<file path="config.mk">
export PLATFORM = sky130hd
export DESIGN_NAME = sdram_burst_colseq
export DESIGN_NICKNAME = d
export VERILOG_FILES = /design/src/rtl/sdram_cs_pkg.sv /design/src/rtl/sdram_cs_mode_reg.sv /design/src/rtl/sdram_cs_burst_ctl.sv /design/src/rtl/sdram_cs_col_gen.sv /design/src/rtl/sdram_burst_colseq.sv
export SDC_FILE = /design/constraint.sdc
export NUM_CORES = 1
export LEC_CHECK = 0
export ABC_AREA = 1
export BUFFER_PORTS_ARGS = -buffer_cell sky130_fd_sc_hd__buf_2
export CAP_MARGIN = 20
export CORE_MARGIN = 2
export CORE_UTILIZATION = 54
export CTS_CLUSTER_SIZE = 16
export DETAILED_ROUTE_END_ITERATION = 6
export PLACE_DENSITY_LB_ADDON = 0.3
export RECOVER_POWER = 25
export SYNTH_ARGS = -nofsm -noshare
export SYNTH_HDL_FRONTEND = slang
export SYNTH_SLANG_ARGS = --single-unit
</file>
<file path="constraint.sdc">
create_clock -name clk_i -period 2.6 [get_ports clk_i]
set_clock_uncertainty 0.15 [all_clocks]
set_input_delay 0.65 -clock clk_i [delete_from_list [all_inputs] [get_ports clk_i]]
set_output_delay 0.65 -clock clk_i [all_outputs]
set_load 0.02 [all_outputs]
</file>
<file path="src/rtl/sdram_cs_pkg.sv">
package sdram_cs_pkg;

    localparam int MODE_W = 14;

    typedef struct packed {
        logic [2:0] len_code;
        logic       interleave;
        logic       lat3;
        logic       single_wr;
    } mode_t;

    localparam mode_t MODE_RESET = '{len_code: 3'b000, interleave: 1'b0,
                                     lat3: 1'b0, single_wr: 1'b0};

    function automatic logic word_legal(input logic [MODE_W-1:0] w);
        logic len_ok, lat_ok, op_ok;
        len_ok = (w[2] == 1'b0) || (w[2:0] == 3'b111 && w[3] == 1'b0);
        lat_ok = (w[6:4] == 3'b010) || (w[6:4] == 3'b011);
        op_ok  = (w[13:10] == 4'b0000) && (w[8] == 1'b0);
        return len_ok && lat_ok && op_ok && (w[7] == 1'b0);
    endfunction

endpackage

</file>
<file path="src/rtl/sdram_cs_mode_reg.sv">
module sdram_cs_mode_reg
    import sdram_cs_pkg::*;
(
    input  logic              clk_i,
    input  logic              rst_ni,
    input  logic              set_i,
    input  logic [MODE_W-1:0] word_i,
    output mode_t             mode_o,
    output logic              err_o
);

    typedef struct packed {
        mode_t mode;
        logic  err;
    } mstate_t;

    mstate_t st_d, st_q;

    always_comb begin
        st_d = st_q;
        if (set_i) begin
            if (word_legal(word_i)) begin
                st_d.mode.len_code   = word_i[2:0];
                st_d.mode.interleave = word_i[3];
                st_d.mode.lat3       = word_i[4];
                st_d.mode.single_wr  = word_i[9];
                st_d.err             = 1'b0;
            end else begin
                st_d.err = 1'b1;
            end
        end
    end

    always_ff @(posedge clk_i) begin
        if (!rst_ni) begin
            st_q.mode <= MODE_RESET;
            st_q.err  <= 1'b0;
        end else begin
            st_q <= st_d;
        end
    end

    assign mode_o = st_q.mode;
    assign err_o  = st_q.err;

endmodule

</file>
<file path="src/rtl/sdram_cs_burst_ctl.sv">
module sdram_cs_burst_ctl
    import sdram_cs_pkg::*;
#(
    parameter int COL_W = 9
) (
    input  logic             clk_i,
    input  logic             rst_ni,
    input  logic             start_i,
    input  logic             write_i,
    input  logic [COL_W-1:0] col_i,
    input  logic             stop_i,
    input  mode_t            mode_i,
    output logic             active_o,
    output logic             inter_o,
    output logic [COL_W-1:0] mask_o,
    output logic [COL_W-1:0] base_o,
    output logic [COL_W-1:0] cnt_o,
    output logic             last_o
);

    localparam logic [COL_W-1:0] ONE = COL_W'(1);

    typedef struct packed {
        logic             active;
        logic             full;
        logic             inter;
        logic [COL_W-1:0] mask;
        logic [COL_W-1:0] base;
        logic [COL_W-1:0] cnt;
    } bstate_t;

    bstate_t st_d, st_q;
    logic [COL_W-1:0] len_mask;
    logic             is_full, is_single, at_end;

    always_comb begin
        len_mask = '0;
        for (int i = 0; i < 3; i++) begin
            if (i < int'(mode_i.len_code[1:0])) len_mask[i] = 1'b1;
        end
    end

    assign is_full   = (mode_i.len_code == 3'b111);
    assign is_single = write_i && mode_i.single_wr;
    assign at_end    = st_q.active && !st_q.full && (st_q.cnt == st_q.mask);

    always_comb begin
        st_d = st_q;
        if (start_i) begin
            st_d.active = 1'b1;
            st_d.base   = col_i;
            st_d.cnt    = '0;
            st_d.inter  = mode_i.interleave;
            if (is_single) begin
                st_d.full = 1'b0;
                st_d.mask = '0;
            end else if (is_full) begin
                st_d.full = 1'b1;
                st_d.mask = '1;
            end else begin
                st_d.full = 1'b0;
                st_d.mask = len_mask;
            end
        end else if (st_q.active) begin
            if (stop_i || at_end) begin
                st_d.active = 1'b0;
            end else begin
                st_d.cnt = st_q.cnt + ONE;
            end
        end
    end

    always_ff @(posedge clk_i) begin
        if (!rst_ni) begin
            st_q <= '0;
        end else begin
            st_q <= st_d;
        end
    end

    assign active_o = st_q.active;
    assign inter_o  = st_q.inter;
    assign mask_o   = st_q.mask;
    assign base_o   = st_q.base;
    assign cnt_o    = st_q.cnt;
    assign last_o   = at_end;

endmodule

</file>
<file path="src/rtl/sdram_cs_col_gen.sv">
module sdram_cs_col_gen #(
    parameter int COL_W = 9
) (
    input  logic [COL_W-1:0] base_i,
    input  logic [COL_W-1:0] cnt_i,
    input  logic [COL_W-1:0] mask_i,
    input  logic             inter_i,
    output logic [COL_W-1:0] col_o
);

    logic [COL_W-1:0] sum;

    assign sum = base_i + cnt_i;

    for (genvar b = 0; b < COL_W; b++) begin : g_bit
        always_comb begin
            if (!mask_i[b])   col_o[b] = base_i[b];
            else if (inter_i) col_o[b] = base_i[b] ^ cnt_i[b];
            else              col_o[b] = sum[b];
        end
    end

endmodule

</file>
<file path="src/rtl/sdram_burst_colseq.sv">
module sdram_burst_colseq
    import sdram_cs_pkg::*;
#(
    parameter int COL_W = 9
) (
    input  logic              clk_i,
    input  logic              rst_ni,
    input  logic              mode_set_i,
    input  logic [MODE_W-1:0] mode_addr_i,
    input  logic              start_i,
    input  logic              start_write_i,
    input  logic [COL_W-1:0]  start_col_i,
    input  logic              stop_i,
    output logic [COL_W-1:0]  col_o,
    output logic              beat_valid_o,
    output logic              last_beat_o,
    output logic [1:0]        cas_lat_o,
    output logic              mode_err_o
);

    mode_t            mode;
    logic             inter;
    logic [COL_W-1:0] mask, base, cnt;

    sdram_cs_mode_reg u_mode (
        .clk_i  (clk_i),
        .rst_ni (rst_ni),
        .set_i  (mode_set_i),
        .word_i (mode_addr_i),
        .mode_o (mode),
        .err_o  (mode_err_o)
    );

    sdram_cs_burst_ctl #(.COL_W(COL_W)) u_ctl (
        .clk_i    (clk_i),
        .rst_ni   (rst_ni),
        .start_i  (start_i),
        .write_i  (start_write_i),
        .col_i    (start_col_i),
        .stop_i   (stop_i),
        .mode_i   (mode),
        .active_o (beat_valid_o),
        .inter_o  (inter),
        .mask_o   (mask),
        .base_o   (base),
        .cnt_o    (cnt),
        .last_o   (last_beat_o)
    );

    sdram_cs_col_gen #(.COL_W(COL_W)) u_col (
        .base_i  (base),
        .cnt_i   (cnt),
        .mask_i  (mask),
        .inter_i (inter),
        .col_o   (col_o)
    );

    assign cas_lat_o = mode.lat3 ? 2'd3 : 2'd2;

endmodule

</file>
==> flow_metrics.py <==
metrics = {
    "yosys": {
        "synth.ff_latch_count": 31,
        "synth_ff_type": "dfxtp_1",
        "synthDistinctLibCells": 27,
        "synth_seq_area_share_pct": 32.46,
        "ys_top_cells_by_area": "dfxtp_1 32%, nand2_1 14%, inv_1 7.3%, nand3_1 6.8%, o21ai_0 6.8%",
        "synth_top_area_cell": "dfxtp_1",
        "synth.most_common_cell": "nand2_1",
        "ys_warn_count": 0,
        "avgSynthCellArea_sq_um": 6.547,
        "netlist_area_sq_um": 1912,
        "synth_commonest_cells": "72 x nand2_1, 37 x inv_1, 32 x nor2_1, 31 x dfxtp_1",
        "async_flop_share_pct": 0,
        "synth_edf_count": 0,
        "synth_nets": 331,
        "syn_inst": 292,
        "synth_top_area_share_pct": 32.46,
    },
    "cts": {
        "clock-root-buffer": "clkbuf_4",
        "clock_path_buffers": 2,
        "htree_levels": 2,
        "cts.clk_slew.worst_paths_ns": 0.10,
        "cts_made_buffers": 5,
        "cts_hold_buf": 0,
        "cts_tree": "built",
        "cts_sinks": 31,
        "clock_latency_ns": 0.34,
    },
    "timing": {
        "finalMaxSlewViolations": 0,
        "min_period_ns": 2.696,
        "finalWorstSetupSlack_ns": -0.09591,
        "setup_viol": 3,
        "tightest_slew_ns": 0.7486,
        "rsz0062_at_grt": "yes",
        "timing.setup.tns_ns": -0.2257,
        "period_share_pct": 103.7,
        "timing.fmax_ghz": 0.3709,
        "slew_headroom_pct": 50.09,
        "hold_violations": 0,
    },
    "place": {
        "hpwl_mm": 3.198,
        "io_buffers": 41,
        "dpl_worst_slack_ns": 0.1005,
        "gp_congestion": 0.9569,
    },
    "drt": {
        "top_layer": "met4",
        "wl_per_cell_um": 12.26,
        "met3_wirelength_um": 231,
        "vias_per_cell": 5.312,
        "met2_length_mm": 2.377,
        "wl_met1_mm": 2.097,
        "firstDrtPassIters": 4,
        "routed_wl_mm": 4.793,
        "route.detailed.drc": 0,
        "postRouteAntennaNets": 0,
        "drtIter0Drc": 208,
        "vias": 2077,
    },
    "setup_path": {
        "crit_path_frequent_cell": "nand2_1",
        "critPathBufInv": 1,
        "critPathMaxStageDelay_ns": 0.37,
        "critPathSlowestCell": "dfxtp_4",
        "worstPathRequired_ns": 1.80,
        "path_max_fanout": 3,
        "arrival_ns": 1.90,
        "critPathTopFamily": "simple AND/OR/NAND/NOR gates",
        "crit_path_cell_trace": "ha_4 -> fa_2 -> nand3_2 -> nand3_4 -> nand3_2 -> nand2_1 -> nand2_1 -> nand3_1 -> nand2_1 -> nand2_1 -> buf_6",
        "crit_type": "register to output port",
        "startpoint_type": "register",
        "endpoint_kind": "output port",
    },
    "floorplan": {
        "die_width_um": 63.50,
        "dieArea_sq_um": 4032,
        "die_h_um": 63.50,
        "coreArea_sq_um": 3363,
        "io_pins": 43,
        "rows": 21,
        "initial_core_util_pct": 56.85,
    },
    "grt": {
        "grt_max_degree": 22,
        "grt_pass1_vias": 1842,
        "overflow": 0,
        "grt_pass1_wl_mm": 7.955,
        "antenna_found_initial": 0,
        "grtUsageTotal_pct": 24.91,
    },
    "final_layout": {
        "area_delta_synth_final_pct": 29.32,
        "nets": 383,
        "fin_util_pct": 73.51,
        "layout-drive-gt1-share_pct": 29.28,
        "n_antenna_cell": 0,
    },
    "pwr": {
        "peakVddDrop_mv": 0.3231,
        "power_density_nw_per_um2": 385.7,
        "p_leak_nw": 1.137,
    },
    "job": {
        "cap_violations": 0,
    },
    "hold_path": {
        "min-delay-path-class": "register to register",
    },
    "run_status": {
        "status": "finished, violations left",
        "violations": "setup timing",
    },
}
-- final cells by class --
type                    count  area [sq um]
clock inverters             2         12.51
flip-flops and latches     31         651.9
clock buffers               6         41.29
fillers                   265         890.9
well taps                  46         57.56
inverters                  38         142.6
multi-input cells         213          1230
repair buffers             55         336.6
-- through the flow --
step | hold slack [ns] | std cells | instance area (sq um) | power [mW]
finish | 0.3111 | 391 | 2472 | 0.9536
CTS | 0.3087 | 382 | 2323 | 0.9344
global route | 0.3309 | 391 | 2472 | 0.9929
detailed placement | 0.2938 | 374 | 2157 | 0.6477
global placement | 0.2849 | 374 | 2157 | 0.6460
floorplan | 0.2740 | 292 | 1912 | 0.5996
-- timing repair --
action                                  CTS  global route
endpoints found under the setup margin    8             9
cloned                                    0             0
pin swaps                                 0            11
resized for setup                        24            29
setup buffers                             0             9
-- state kept, by name (all words and copies together) (netlist names) --
signal	count
u_ctl.mask_o	4
u_ctl.cnt_o	9
u_ctl.base_o	9
u_ctl.active_o	1
u_mode.err_o	1
u_mode.mode_o	6
u_ctl.inter_o	1
-- worst register-to-register path, stage by stage, from the launching register on --
cell	delay, ns
dfxtp_1	0.36
buf_4	0.15
inv_1	0.06
nand2_1	0.05
nor3_1	0.22
nand3_2	0.17
buf_4	0.18
nand2_2	0.17
nand2_1	0.10
a21oi_1	0.13
-- layout by cell type (no fill, tap or decap), types with 4 or more instances in the layout --
master,synthesis,final
nand2_1,72,68
inv_1,37,37
buf_2,2,35
nor2_1,32,32
o21ai_0,26,23
nand3_1,26,21
a21oi_1,19,18
dfxtp_1,31,18
buf_4,2,15
xor2_1,8,8
nand3_2,4,8
ha_4,0,7
dfxtp_2,0,7
dfxtp_4,0,6
o21ai_1,2,5
nand2_2,1,5
clkbuf_4,0,5
buf_6,1,4
-- routing by layer --
layer	vias to the layer above	global-route usage [%]
met5	-	0
met3	17	6.607
li1	1042	-
met2	70	43.29
met1	948	29.58
met4	0	8.152
-- power breakdown --
part	total, mW	switching (mW)	leakage [nW]	internal [mW]
Combinational	0.164	0.0925	0.849	0.0718
Clock	0.288	0.184	0.0282	0.104
Sequential	0.501	0.0161	0.260	0.485
-- final timing paths --
kind                           end  cells past startpoint             start  slack (ns)
setup / recovery          col_o[8]                     11   u_ctl.base_o[0]        -0.1
hold / removal    u_mode.mode_o[0]                      2  u_mode.mode_o[0]        0.31
setup reg to reg    u_ctl.cnt_o[2]                      9    u_ctl.cnt_o[7]        0.78
hold reg to reg   u_mode.mode_o[0]                      2  u_mode.mode_o[0]        0.31
-- kinds of logic (layout without fill, tap and decap cells) --
group	Yosys count	after routing	share of synthesized area, %
other	1	1	0.1961
xor gates and xnor gates	8	8	3.665
AOI/OAI and AO/OA	50	50	13.35
buffers and inverters	48	101	10.34
adders and majority gates	10	10	6.937
DFF	31	31	32.46
and+or+nand+nor	144	144	33.05
No activity file was read; power rests on OpenSTA's default activity.
